===== src/rtl/presc_cmp_timer.sv =====
module presc_cmp_timer #(
  parameter int ADDR_W = 8,
  parameter int DATA_W = 32,
  parameter int PS_W   = 3
) (
  input  logic              clk,
  input  logic              rst_n,
  input  logic              cnt_en,
  input  logic [ADDR_W-1:0] addr,
  input  logic              wr_en,
  input  logic [DATA_W-1:0] wr_data,
  output logic [DATA_W-1:0] rd_data,
  output logic              irq
);

  localparam int DIV_W = (1 << PS_W) - 1;
  localparam logic [ADDR_W-1:0] A_CTRL  = ADDR_W'(8'h10);
  localparam logic [ADDR_W-1:0] A_CNT   = ADDR_W'(8'h14);
  localparam logic [ADDR_W-1:0] A_MOD   = ADDR_W'(8'h18);
  localparam logic [ADDR_W-1:0] A_STAT  = ADDR_W'(8'h1C);
  localparam logic [ADDR_W-1:0] A_CHCTL = ADDR_W'(8'h20);
  localparam logic [ADDR_W-1:0] A_CHVAL = ADDR_W'(8'h24);
  localparam logic [3:0] MODE_SWCMP = 4'h4;

  logic [PS_W-1:0]   ps_q;
  logic [1:0]        cmod_q;
  logic [DIV_W-1:0]  div_q;
  logic [DATA_W-1:0] count_q, mod_q, chval_q;
  logic [3:0]        chmode_q;
  logic              chie_q, flag_q;

  logic counting, tick, cnt_wr, match;
  logic [DIV_W-1:0]  div_last;
  logic [DATA_W-1:0] inc_val;

  assign counting = (cmod_q == 2'b01);
  assign div_last = ~({DIV_W{1'b1}} << ps_q);
  assign tick     = counting & cnt_en & (div_q == div_last);
  assign cnt_wr   = wr_en & (addr == A_CNT);
  assign inc_val  = (count_q == mod_q) ? '0 : count_q + 1'b1;
  assign match    = tick & ~cnt_wr & (chmode_q == MODE_SWCMP) & (inc_val == chval_q);
  assign irq      = flag_q & chie_q;

  always_ff @(posedge clk or negedge rst_n) begin
    if (!rst_n) begin
      ps_q     <= '0;
      cmod_q   <= '0;
      mod_q    <= '1;
      chval_q  <= '0;
      chmode_q <= '0;
      chie_q   <= 1'b0;
    end else if (wr_en) begin
      case (addr)
        A_CTRL:  begin ps_q <= wr_data[PS_W-1:0]; cmod_q <= wr_data[4:3]; end
        A_MOD:   mod_q <= wr_data;
        A_CHCTL: begin chmode_q <= wr_data[5:2]; chie_q <= wr_data[6]; end
        A_CHVAL: chval_q <= wr_data;
        default: ;
      endcase
    end
  end

  always_ff @(posedge clk or negedge rst_n) begin
    if (!rst_n)             div_q <= '0;
    else if (!counting)     div_q <= '0;
    else if (cnt_en)        div_q <= tick ? '0 : div_q + 1'b1;
  end

  always_ff @(posedge clk or negedge rst_n) begin
    if (!rst_n)       count_q <= '0;
    else if (cnt_wr)  count_q <= '0;
    else if (tick)    count_q <= inc_val;
  end

  always_ff @(posedge clk or negedge rst_n) begin
    if (!rst_n)                                       flag_q <= 1'b0;
    else if (match)                                   flag_q <= 1'b1;
    else if (wr_en && addr == A_STAT && wr_data[0])   flag_q <= 1'b0;
  end

  always_comb begin
    rd_data = '0;
    case (addr)
      A_CTRL:  rd_data[4:0] = {cmod_q, ps_q};
      A_CNT:   rd_data = count_q;
      A_MOD:   rd_data = mod_q;
      A_STAT:  rd_data[0] = flag_q;
      A_CHCTL: rd_data[6:2] = {chie_q, chmode_q};
      A_CHVAL: rd_data = chval_q;
      default: rd_data = '0;
    endcase
  end

endmodule



===== config.mk =====
export PLATFORM = sky130hd
export DESIGN_NAME = presc_cmp_timer
export DESIGN_NICKNAME = d
export VERILOG_FILES = /design/src/rtl/presc_cmp_timer.sv
export SDC_FILE = /design/constraint.sdc
export NUM_CORES = 1
export LEC_CHECK = 0
export BUFFER_PORTS_ARGS = -buffer_cell sky130_fd_sc_hd__buf_2
export CAP_MARGIN = 20
export CORE_MARGIN = 8
export CORE_UTILIZATION = 30
export DETAILED_ROUTE_END_ITERATION = 16
export GPL_TIMING_DRIVEN = 1
export MAX_ROUTING_LAYER = met4
export SLEW_MARGIN = 10
export SYNTH_ARGS = -nofsm -noshare
export SYNTH_HDL_FRONTEND = slang
export SYNTH_SLANG_ARGS = --single-unit

===== constraint.sdc =====
create_clock -name clk -period 2.9 [get_ports clk]
set_input_delay 0.58 -clock clk [delete_from_list [all_inputs] [get_ports clk]]
set_output_delay 0.58 -clock clk [all_outputs]
set_load 0.05 [all_outputs]

==> out/results.md, run 1 <==
• top-level I/O count: 77
• sum of net half-perimeters after detailed placement: 18410 um
• post-synthesis to final-layout area growth: 32.31%
• Cells after Synth: 770
• standard-cell row count: 58
• NumNets Final: 982
• Worst EP arrival: 3.26 ns
• element type at the critical path end: flop
• number of buffers inserted during clock tree synthesis: 17
• sequential standard cell area: 0.002893 mm2
• mean post-synth cell area: 9.741 um2
• required time of the critical path: 3.25 ns
• number of antenna repair diodes: 0
• drt first pass iters: 6
• category of the most critical setup path: reg2reg
• register area share after synthesis: 38.57%
• flip-flop cell with the highest count after synthesis: dfrtp_1
• residual DRC count: 0
• cell area after synthesis: 0.007501 mm2
• die area: 0.03032 mm2
• failing checks: setup timing
• worst-path maximum fanout: 7
• total area of multi-input combinational cells: 0.004330 mm2
• worst relative slew slack: 40.81%
• Die Height: 174.1 um
• dominant cell type by area after synthesis: dfrtp_1
• maximum resistive drop on vdd: 375.6 uV
• maximum capacitance violations: 0
• most frequent cell after synthesis: dfrtp_1
• result of the run: finished with violations
• worst-margin pin slew: 0.8860 ns
• drt initial violations: 708
• number of nets produced by synthesis: 816
• worst hold margin: 0.1751 ns
• number of register bits inferred by synthesis: 114
• starting density of the core: 30.13%
• clock sink count: 114
• category of the worst setup path launch point: flop
• clock transition at the registers of the reported paths: 0.06 ns
• yosys synthesis warning count: 0
• Lkg Pwr: 4.697 nW
• share of total power in sequential cells: 37.3%
• total core area: 0.02489 mm2
• unrepaired setup endpoints after global routing: true
• Highest Clock Rate: 343.7 MHz
• H-tree depth: 4
• internal cell power: 0.003449 W
• Post-Route Utilization: 39.87%
• power per standard cell area: 469.2 mW/mm2
• Final Max Slew Viols: 0
• wire length of the first global-routing pass: 38830 um
• layout cell share with drive strength beyond 1: 40.46%
• final count of negative-setup-slack endpoints: 1
• clock network power share: 47.9%
• crit path setup slack, layout: -0.009458 ns
• detailed-route vias per instance: 5.401
• Worst-Skew Late Latency: 0.43 ns
• final total power: 0.004657 W
• gp weighted congestion: 0.9599
• Commonest cells post-synth: dfrtp_1 (82), mux2_2 (74), o21ai_0 (59), nand2_1 (53), xor2_1 (46)
• final period demand of the worst path: 2.909 ns
• floorplan die width: 174.1 um
• combinational cell fraction of total power: 14.8%
• fraction of post-synthesis cell area in the top cell type by area: 27.36%
• hold buffers post-CTS: 0
• fillcell total: 2477
• via count: 6908
• Total Routing Usage GR: 16.67%
• startpoint of the worst register-to-register path: count_q[0]$_DFFE_PN0P_
• largest cells by area after synthesis: dfrtp_1 (27%), dfstp_2 (11%), mux2_2 (11%)
• number of global-route vias before repair: 6750
• timing startpoint of the critical path: count_q[0]$_DFFE_PN0P_
• maximum number of pins on one net before global-route repair: 46
• clk buf depth: 2
• TritonCTS clock tree: done
• wirelength, routed: 25020 um
• GRT overflow: 0
• buffers added on ports: 76
• final clock period utilization by the worst path: 100.3%
• root buffer cell: clkbuf_16
• antenna violations before repair: 0
• switching power summed over all nets: 0.001208 W
• share of flip-flops with an asynchronous set or reset: 100.0%
• skew final: 0.01121 ns
• Synth cell types: 77
• number of synthesized flops with an enable pin: 0
• average wire per cell in the routed design: 19.56 um
• antenna-violating nets left: 0
• length in cells of the worst reg-to-reg path: 10
• number of hold violations in the final report: 0
• Sw Ratio: 25.93%
• type of the tightest min-delay check: in2async
## flip-flops by register name, summed over array words and instances (netlist names), 2 cells and up
register / cells
div_q: 7
mod_q: 32
chval_q: 32
chmode_q: 4
cmod_q: 2
ps_q: 3
count_q: 32
## final cells by class
type                       instances  share of cell area (%)
timing repair buffer             213                   15.70
clock inverter                    11                   1.614
tap                              330                   4.160
multi-input combinational        558                   43.63
sequential                       114                   29.15
clock buffer                      21                   4.539
inverter                          32                   1.210
## stage by stage
stage	cells	setup TNS, ns	instance area (um2)	setup WS [ns]
2_1_floorplan	770	0	7501	0.1163
3_3_place_gp	1232	-0.1506	9020	-0.1506
3_5_place_dp	1232	-0.1804	9020	-0.1804
4_1_cts	1270	0	9713	0.00002420
5_1_grt	1279	-0.2567	9925	-0.1240
6_report	1279	-0.009458	9925	-0.009458
## cells in the final DEF (no fill, tap or decap), types with 17 or more instances in the layout
cell	count
a222oi_1	29
nor2_1	26
buf_4	122
inv_1	32
xnor2_1	18
mux2_2	74
dfstp_2	32
nand3_1	17
clkbuf_16	18
nand2_1	53
nand4_1	19
o21ai_0	58
buf_2	74
dfrtp_1	82
xor2_1	43
## cells by family after synthesis
| logic type | Yosys count | synth area share (%) |
|---|---|---|
| multiplexers | 78 | 11.64 |
| flip-flops | 114 | 38.57 |
| AO/OA/AOI/OAI | 174 | 16.50 |
| buffers and inverters | 98 | 5.438 |
| adder cells (fa/ha/maj) | 2 | 0.3336 |
| XOR/XNOR | 73 | 9.842 |
| AND/OR/NAND/NOR | 231 | 17.68 |
## metal layers
| metal | wire, um | GRT usage (%) |
|---|---|---|
| met5 | 0 | - |
| met4 | 619 | 6.519 |
| met3 | 1275 | 2.625 |
| met2 | 11530 | 25.39 |
| met1 | 11600 | 21.94 |
## worst max-delay path, cell delays in order (launching register included)
cell and delay [ns]:
dfrtp_1 0.35, buf_4 0.17, buf_4 0.16, nand4_1 0.16, or4_4 0.47, o21a_1 0.21, or2_1 0.21, or4b_1 0.48
o211ai_2 0.18, o2111ai_2 0.18, o31ai_2 0.24
## worst paths after layout
path                            slack, ns                       to
worst min-delay path                 0.18     div_q[0]$_DFFE_PN0P_
worst max-delay path               -0.009       flag_q$_DFFE_PN0P_
worst min register to register       0.51     div_q[3]$_DFFE_PN0P_
worst max register to register     -0.009       flag_q$_DFFE_PN0P_
max in group asynchronous            1.95    mod_q[18]$_DFFE_PN1P_
min in group clk                     0.40  chval_q[25]$_DFFE_PN0P_
## power groups by stage
stage / sequential [W] / clock [W] / combinational (W)
after CTS: 0.00173 / 0.00228 / 0.000663
final: 0.00174 / 0.00223 / 0.000689
after global placement: 0.00176 / 0 / 0.000645
after global routing: 0.00174 / 0.00234 / 0.000742
after floorplan: 0.00174 / 0 / 0.000318
after detailed placement: 0.00176 / 0 / 0.000653
## what timing repair did
item	CTS	global route
pin swaps	5	8
setup buffers	6	8
gates resized for setup	7	27
cloned	0	1
setup endpoints to repair	1	57
Power figures use the tool's default switching activity.
==> run 2: changes to the inputs <==
- CORE_UTILIZATION: 30 -> 54
- PLACE_DENSITY: unset -> 0.77
==> run 2 against run 1 <==
Compared with the run above: the flow now finishes without violations; utilization grew 32 points; sequential cell count is the same; global-route usage grew 12 points; count of clock-buffer cells in the layout grew 3; final area shrank 0.32%; cell count shrank 11%; clock power shrank 2%; die area shrank 41%; worst hold slack lost 0.0042 ns; fmax grew 1.7%; worst setup slack gained 0.050 ns; routed wire length grew 0.79%.
==> out/results.md, run 2 (synthesis results as in run 1) <==
• Largest regs: chval_q (32), count_q (32), mod_q (32)
• clk buf depth: 2
• total core area: 0.01372 mm2
• H-tree depth: 4
• NumNets Final: 995
• category of the most critical setup path: reg2reg
• sequential standard cell area: 0.002898 mm2
• standard-cell row count: 43
• skew final: 0.006190 ns
• final period demand of the worst path: 2.860 ns
• Worst-Skew Late Latency: 0.43 ns
• fillcell total: 1009
• power per standard cell area: 465.9 mW/mm2
• maximum number of pins on one net before global-route repair: 52
• layout cell share with drive strength beyond 1: 43.35%
• Fin Setup TNS: 0 ns
• Lkg Pwr: 4.773 nW
• via count: 7379
• Sw Ratio: 26.06%
• antenna-violating nets left: 0
• result of the run: complete, no violations
• Post-Route Utilization: 72.11%
• floorplan die width: 133.9 um
• drt first pass iters: 6
• clock network power share: 47.3%
• total area of multi-input combinational cells: 0.004457 mm2
• internal cell power: 0.003408 W
• wire length of the first global-routing pass: 39810 um
• gp weighted congestion: 1.035
• top-level I/O count: 77
• root buffer cell: clkbuf_16
• required time of the critical path: 3.25 ns
• number of hold violations in the final report: 0
• worst slack at placement: -0.1831 ns
• wirelength, routed: 25220 um
• buffers added on ports: 76
• worst relative slew slack: 49.84%
• TritonCTS clock tree: done
• number of buffers inserted during clock tree synthesis: 17
• clock sink count: 114
• average wire per cell in the routed design: 22.08 um
• Die Height: 133.9 um
• detailed-route vias per instance: 6.461
• die area: 0.01792 mm2
• hold buffers post-CTS: 0
• Cell Area, Placed: 0.008762 mm2
• worst-margin pin slew: 0.7508 ns
• maximum resistive drop on vdd: 528.0 uV
• most frequent cells in the layout: buf_4 (136), dfrtp_1 (78), mux2_2 (74), buf_2 (74), o21ai_0 (55)
• sum of net half-perimeters after detailed placement: 17840 um
• category of the worst setup path launch point: flop
• post-synthesis to final-layout area growth: 31.89%
• area of all placed cells without fillers: 0.009893 mm2
• number of antenna repair diodes: 0
• final count of negative-setup-slack endpoints: 0
• Worst EP arrival: 3.20 ns
• number of global-route vias before repair: 7376
• element type at the critical path end: flop
• type of the tightest min-delay check: in2async
• Final Max Slew Viols: 0
• clock transition at the registers of the reported paths: 0.06 ns
• switching power summed over all nets: 0.001201 W
• commonest non-fill, non-tap cell in the layout: buf_4
• worst-path maximum fanout: 7
• Total Routing Usage GR: 28.78%
• unrepaired setup endpoints after global routing: true
• starting density of the core: 54.67%
• antenna violations before repair: 0
• residual DRC count: 0
• crit path setup slack, layout: 0.04032 ns
• GRT overflow: 0
• final clock period utilization by the worst path: 98.61%
• drt initial violations: 951
• Highest Clock Rate: 349.7 MHz
• maximum capacitance violations: 0
• share of total power in sequential cells: 37.8%
• combinational cell fraction of total power: 14.9%
-- run 2: cell types whose count changed in the layout (fill, tap and decap cells not counted), moves of 4 or more --
cell,previous run,this run
xor2_2,3,8
clkinv_2,5,1
dfrtp_2,0,4
dfrtp_1,82,78
xor2_1,43,38
nor3_1,14,10
buf_12,8,2
buf_4,122,136
buf_6,7,13
-- run 2: stage by stage --
stage               hold WS [ns]  power [W]  cells
floorplan                 0.2844   0.002054    770
global placement          0.4898   0.002362   1081
detailed placement        0.5024   0.002385   1081
CTS                       0.1845   0.004583   1134
global route              0.2119   0.004746   1142
finish                    0.1709   0.004609   1142
-- run 2: metal layers --
layer | up-vias | wire, um | GRT usage, %
met5 | - | 0 | -
met4 | 0 | 562 | 9.108
met3 | 76 | 2366 | 7.853
met2 | 404 | 12030 | 44.43
met1 | 3656 | 10260 | 36.15
li1 | 3243 | - | -
-- run 2: final timing paths --
kind / start / end / slack [ns] / depth (start not counted)
worst max-delay path: count_q[18]$_DFFE_PN0P_ / flag_q$_DFFE_PN0P_ / 0.04 / 9
worst min-delay path: rst_n / div_q[3]$_DFFE_PN0P_ / 0.17 / 1
worst max register to register: count_q[18]$_DFFE_PN0P_ / flag_q$_DFFE_PN0P_ / 0.04 / 9
worst min register to register: div_q[3]$_DFFE_PN0P_ / div_q[3]$_DFFE_PN0P_ / 0.52 / 1
max in group asynchronous: rst_n / mod_q[20]$_DFFE_PN1P_ / 1.95 / 2
min in group clk: wr_data[29] / mod_q[29]$_DFFE_PN1P_ / 0.39 / 2
-- run 2: what timing repair did --
action	4_1_cts	5_1_grt
endpoints found under the setup margin	2	21
gates resized for setup	20	47
setup buffers	22	8
pin swaps	10	12
-- run 2: area by class of cell --
type                            count  area share, %
Sequential cell                   114          29.29
Tap cell                          180          2.276
Clock inverter                      8          1.277
Inverter                           32          1.214
Clock buffer                       24          4.869
Multi-Input combinational cell    558          45.05
Timing Repair Buffer              226          16.02
-- run 2: power groups by stage --
stage / Combinational (W) / Sequential (W) / Clock, W
floorplan: 0.000318 / 0.00174 / 0
global placement: 0.000601 / 0.00176 / 0
detailed placement: 0.000620 / 0.00176 / 0
CTS: 0.000650 / 0.00174 / 0.00220
global route: 0.000730 / 0.00175 / 0.00227
finish: 0.000686 / 0.00174 / 0.00218
-- run 2: worst max-delay path, stage by stage, from the launching register on --
cell       delay (ns)
dfrtp_1          0.40
buf_6            0.13
nand4_4          0.10
or4_4            0.61
o31a_1           0.34
or2_1            0.25
o21a_1           0.18
o32ai_2          0.29
o2111ai_2        0.24
o31ai_2          0.22
